[src/rtl/dacbank_pkg.sv]
package dacbank_pkg;
    localparam int unsigned NUM_CH_DEF  = 4;
    localparam int unsigned CODE_W_DEF  = 10;
    localparam int unsigned SYNC_N_DEF  = 2;

    // control bundle driven to each channel slice
    typedef struct packed {
        logic wr;      // strobe for this channel
        logic xfer;    // transfer event this cycle
        logic direct;  // pin disabled: write goes straight through
    } ch_ctrl_t;

    function automatic ch_ctrl_t make_ctrl(input logic wr, input logic xfer,
                                           input logic pin_en);
        ch_ctrl_t c;
        c.wr     = wr;
        c.xfer   = xfer;
        c.direct = ~pin_en;
        return c;
    endfunction
endpackage

[src/rtl/load_pin_edge.sv]
module load_pin_edge #(
    parameter int unsigned SYNC_N = 2
) (
    input  logic clk,
    input  logic rst,
    input  logic pin_n,
    output logic fall
);
    localparam int unsigned HIST_W = SYNC_N + 1;

    logic [HIST_W-1:0] hist_q;

    always_ff @(posedge clk) begin
        if (rst) begin
            hist_q <= '1;
        end else begin
            hist_q <= {hist_q[HIST_W-2:0], pin_n};
        end
    end

    // newest synchronised sample low, previous one high
    assign fall = ~hist_q[SYNC_N-1] & hist_q[SYNC_N];
endmodule

[src/rtl/dac_code_slice.sv]
module dac_code_slice
    import dacbank_pkg::*;
#(
    parameter int unsigned CODE_W = 10
) (
    input  logic              clk,
    input  logic              rst,
    input  ch_ctrl_t          ctrl,
    input  logic [CODE_W-1:0] wdata,
    output logic [CODE_W-1:0] live,
    output logic              pend
);
    logic [CODE_W-1:0] stage_q, live_q, stage_nxt;
    logic              pend_q;

    assign stage_nxt = ctrl.wr ? wdata : stage_q;

    always_ff @(posedge clk) begin
        if (rst) begin
            stage_q <= '0;
            live_q  <= '0;
            pend_q  <= 1'b0;
        end else begin
            stage_q <= stage_nxt;
            if (ctrl.wr && ctrl.direct) begin
                live_q <= wdata;
                pend_q <= 1'b0;
            end else if (ctrl.xfer && (pend_q || ctrl.wr)) begin
                live_q <= stage_nxt;
                pend_q <= 1'b0;
            end else if (ctrl.wr) begin
                pend_q <= 1'b1;
            end
        end
    end

    assign live = live_q;
    assign pend = pend_q;
endmodule

[src/rtl/quad_dac_regbank.sv]
module quad_dac_regbank
    import dacbank_pkg::*;
#(
    parameter int unsigned NUM_CH = NUM_CH_DEF,
    parameter int unsigned CODE_W = CODE_W_DEF,
    parameter int unsigned SYNC_N = SYNC_N_DEF
) (
    input  logic                     clk,
    input  logic                     rst,
    input  logic [NUM_CH-1:0]        wr_en,
    input  logic [CODE_W-1:0]        wr_data,
    input  logic                     load_n,
    input  logic                     pin_en,
    input  logic                     sw_load,
    output logic [NUM_CH*CODE_W-1:0] dac_code,
    output logic [NUM_CH-1:0]        pending
);
    logic pin_fall;
    logic xfer;

    load_pin_edge #(.SYNC_N(SYNC_N)) u_edge (
        .clk   (clk),
        .rst   (rst),
        .pin_n (load_n),
        .fall  (pin_fall)
    );

    assign xfer = (pin_en & pin_fall) | sw_load;

    for (genvar i = 0; i < NUM_CH; i++) begin : g_ch
        ch_ctrl_t ctl;
        assign ctl = make_ctrl(wr_en[i], xfer, pin_en);

        dac_code_slice #(.CODE_W(CODE_W)) u_slice (
            .clk   (clk),
            .rst   (rst),
            .ctrl  (ctl),
            .wdata (wr_data),
            .live  (dac_code[i*CODE_W +: CODE_W]),
            .pend  (pending[i])
        );
    end
endmodule

[config.mk]
export PLATFORM = sky130hd
export DESIGN_NAME = quad_dac_regbank
export DESIGN_NICKNAME = d
export VERILOG_FILES = /design/src/rtl/dacbank_pkg.sv /design/src/rtl/load_pin_edge.sv /design/src/rtl/dac_code_slice.sv /design/src/rtl/quad_dac_regbank.sv
export SDC_FILE = /design/constraint.sdc
export NUM_CORES = 1
export LEC_CHECK = 0
export ABC_AREA = 1
export CAP_MARGIN = 10
export CORE_UTILIZATION = 58
export CTS_BUF_LIST = sky130_fd_sc_hd__clkbuf_4 sky130_fd_sc_hd__clkbuf_8
export DETAILED_ROUTE_END_ITERATION = 10
export PLACE_DENSITY = 0.9
export SYNTH_ARGS = -nofsm -noshare
export SYNTH_HDL_FRONTEND = slang
export SYNTH_SLANG_ARGS = --single-unit
[constraint.sdc]
create_clock -name clk -period 2.7 [get_ports clk]
set_clock_uncertainty 0.05 [all_clocks]
set_input_delay 0.405 -clock clk [delete_from_list [all_inputs] [get_ports clk]]
set_output_delay 0.405 -clock clk [all_outputs]
set_load 0.005 [all_outputs]
# Yosys cells after proc, flatten, opt, wreduce, memory -nomap -nowiden
# Cells that the tools add are included.
[totals]
regBits = 87
output_inout_bits = 44
wordCells = 50
[op_classes]
mux = 12
bitwise_logic = 5
reduce_logical = 20
[ops]
columns = ["op", "count"]
rows = [
  ["$mux W10", 12],
  ["$reduce_or A3 Y1", 4],
  ["$logic_and A1 B1 Y1", 8],
  ["$reduce_bool A2 Y1", 4],
  ["$logic_or A1 B1 Y1", 4],
  ["$and A1 B1 Y1", 2],
  ["$not A1 Y1", 2],
  ["$or A1 B1 Y1", 1],
]

# Longest topological paths before layout
[depth]
depth_word = 7
depth_mapped = 7
mapped_depth_nobuf = 6

# Modules after synthesis
# Synthesis repeated with hierarchy kept, for this count alone.
[unflattened]
cells_unflattened = 548
hier_area_um2 = 3557.2
[modules_own_cells]
columns = ["mod", "n_inst", "cells_per_inst", "area_each_um2"]
rows = [
  ["dac_code_slice", 4, 133, 862.1],
  ["load_pin_edge", 1, 12, 93.8],
  ["quad_dac_regbank", 1, 4, 15.0],
]

# Worst setup path before layout
# OpenSTA, ideal clock, no wires.
[synth_path]
path_type = "input -> register"
startpoint = "input sw_load"
endpoint = "register g_ch[3].u_slice.live_q[0]"
t_arrival_ps = 976
t_required_ps = 2535
setup_slack_ps = 1559
stages = 5
cell_sequence = "inv_1 nand3_2 buf_4 a21oi_1 nor2_1"
[synth_between]
elab_chain_cells = 3
[synth_rtl]
columns = ["element", "line_no", "text"]
rows = [
  ["from (decl)", "quad_dac_regbank.sv:14", "input logic sw_load,"],
  ["$or A1 B1 Y1", "quad_dac_regbank.sv:28", "assign xfer = (pin_en & pin_fall) | sw_load;"],
  ["$logic_and A1 B1 Y1", "dac_code_slice.sv:28", "end else if (ctrl.xfer && (pend_q || ctrl.wr)) begin"],
  ["$reduce_bool A2 Y1 (no line)", "-", ""],
  ["to (signal assigned)", "dac_code_slice.sv:26", "live_q <= wdata;"],
  ["to (signal assigned)", "dac_code_slice.sv:29", "live_q <= stage_nxt;"],
  ["to (decl)", "dac_code_slice.sv:13", "logic [CODE_W-1:0] stage_q, live_q, stage_nxt;"],
]
# Every way passes these cells.
# A chain may end at the register's enable or synchronous reset.

# Worst setup path after layout
[layout_path]
startpoint = "register g_ch[3].u_slice.live_q[9]"
endpoint = "output dac_code[39]"
[layout_lines]
columns = ["element", "line_no", "text"]
rows = [
  ["to (decl)", "quad_dac_regbank.sv:15", "output logic [NUM_CH*CODE_W-1:0] dac_code,"],
]
# No word-level cell between the ends.

==> results.yml <==
status:
  status: "completed"
placement:
  dp_hpwl_mm: 4.70
  gp_congestion: 0.848
  portBuffers: 62
finish:
  layout-drive-gt1-share_pct: 6.34
  final_util_pct: 73.8
  syn2layout_area_growth_pct: 22.3
  n_fill_cell: 449
  fin_nets: 504
  diodes: 0
global_routing:
  grt_pass1_wl_mm: 12.0
  antenna_found_initial: 0
  grt.total_usage_pct: 25.5
  gr-total-overflow: 0
  grt_max_degree: 46
  first_global_vias: 2522
timing:
  setup_violations: 0
  min_period_over_period_pct: 61.9
  slew_headroom_pct: 57.3
  tightest_slew_ps: 641
  setup_tns_ps: 0
  min_period_ps: 1670
  slew_violations: 0
  hold_viol_final: 0
  fmax_mhz: 598
  grt_setup_unrepaired: "no"
setup_path:
  crit_family: "buffers and inverters"
  worstSetupPathType: "flip-flop to output port"
  critPathMaxStageDelay_ps: 510
  crit_required_ps: 2250
  worstSetupEndpointType: "output port"
  cp-start-kind: "flip-flop"
  path_cells: "clkdlybuf4s50_1"
  path_depth: 1
  arrival_ps: 1220
  cp_max_fo: 2
  r2r_cells: 5
  critPathBufInv: 1
  cp_slowest_cell: "clkdlybuf4s50_1"
clock_tree:
  post_cts_buffers: 0
  holdBufCountCts: 0
  cts_made_buffers: 9
  clock_path_buffers: 2
  cts-resized-gates: 0
  cts_htree_levels: 3
  insertion_delay_ps: 350
  tritoncts: "done"
  clk_root_buffer_cell: "clkbuf_8"
  path_clk_slew_ps: 80
  cts.sinks: 87
die:
  io_pins: 63
  fp.dieArea_um2: 6080
  initial_utilization_pct: 60.4
  fp.dieW_um: 78.0
  coreArea_um2: 5540
  fp.dieH_um: 78.0
  row_count: 27
synth:
  avgSynthCellArea_um2: 7.57
  yosysWarnings: 0
  synth_area_um2: 3350
  syn_nets: 461
  ys_seq_area_share_pct: 52.1
  synth.distinct_cells: 16
  ys_ff_latch: 87
  synthCells: 442
drt:
  drt_iter0_drc: 295
  antenna_left: 0
  drc: 0
  vias_per_cell: 5.28
  wirelength_mm: 7.26
  via_count: 2961
  dr.pass1.iters: 5
  wl_per_cell_um: 12.9
worst_hold_path:
  worstHoldPathType: "flip-flop to flip-flop"
  min_path_cells: 1
power_and_ir_drop:
  peakVddDrop_mv: 0.335
  p_per_area_nw_per_um2: 673
  p_leak_nw: 1.77
job:
  max_cap_violations: 0
==> layout make-up <==
class | instances | area (um^2) | share of cell area, %
Timing Repair Buffer | 69 | 673 | 16.5
Inverter | 14 | 52.6 | 1.28
Clock inverter | 3 | 43.8 | 1.07
Tap cell | 72 | 90.1 | 2.20
Clock buffer | 12 | 153 | 3.73
Sequential cell | 87 | 1740 | 42.6
Multi-Input combinational cell | 304 | 1340 | 32.7
==> metal layers <==
metal	track usage (%)	routed length (um)
met1	33.1	3270
met2	41.6	3490
met4	10.2	110
met5	0	0
met3	5.06	386
==> synth_stat cells, drive strengths merged <==
library cell  count  area share (%)
a21oi            40             6.0
nand3            45             7.5
dfxtp            87              52
clkbuf            8             1.0
buf              29             5.3
or2               6             1.1
nor2             84             9.4
inv              14             1.6
nand2            89              10
o21ai            40             6.0
==> cells by family (layout without fill, tap and decap cells) <==
| family | count (synthesis) | in the layout | share of synthesized area (%) |
|---|---|---|---|
| and+or+nand+nor | 224 | 224 | 28.0 |
| AOI/OAI and AO/OA | 80 | 80 | 12.0 |
| DFF | 87 | 87 | 52.1 |
| buffers and inverters | 51 | 98 | 7.97 |
==> sequential cells by signal (all words and copies together), names as in the netlist <==
name	count
g_ch.u_slice.live	40
g_ch.u_slice.stage_q	40
g_ch.u_slice.pend	4
u_edge.hist_q	3
==> placed cells by master (no fill, tap or decap), types with 4 or more instances in the layout <==
cell             synthesis  layout
nand2_1                 89      89
dfxtp_1                 87      87
nor2_1                  84      84
clkdlybuf4s50_1          0      62
a21oi_1                 40      40
o21ai_0                 40      40
nand3_1                 40      40
inv_1                   12      12
clkbuf_8                 0      10
buf_4                   11       7
nand3_2                  5       5
or2_1                    4       4
==> power breakdown <==
part / total, mW / internal, mW / switching [mW]
logic: 0.431 / 0.205 / 0.226
clock network: 0.904 / 0.469 / 0.435
registers: 1.42 / 1.38 / 0.0382
total: 2.75 / 2.06 / 0.699
==> final timing paths <==
check | from | to | slack, ps
min | u_edge.hist_q[0]$_SDFF_PP1_ | u_edge.hist_q[1]$_SDFF_PP1_ | 380
max | g_ch[3].u_slice.live[9]$_SDFFE_PP0P_ | dac_code[39] | 1030
min reg2reg | u_edge.hist_q[0]$_SDFF_PP1_ | u_edge.hist_q[1]$_SDFF_PP1_ | 380
max reg2reg | u_edge.hist_q[1]$_SDFF_PP1_ | g_ch[1].u_slice.live[2]$_SDFFE_PP0P_ | 1360
==> per-stage QoR <==
step | hold WS [ps] | total power [mW] | setup WS [ps] | cells | instance area (um^2)
2_1_floorplan | 339 | 1.70 | 1560 | 442 | 3350
3_3_place_gp | 355 | 1.86 | 769 | 546 | 3890
3_5_place_dp | 349 | 1.88 | 738 | 546 | 3890
4_1_cts | 381 | 2.76 | 1010 | 561 | 4090
5_1_grt | 410 | 2.88 | 954 | 561 | 4090
6_report | 385 | 2.75 | 1030 | 561 | 4090
No activity file was read; power rests on OpenSTA's default activity.
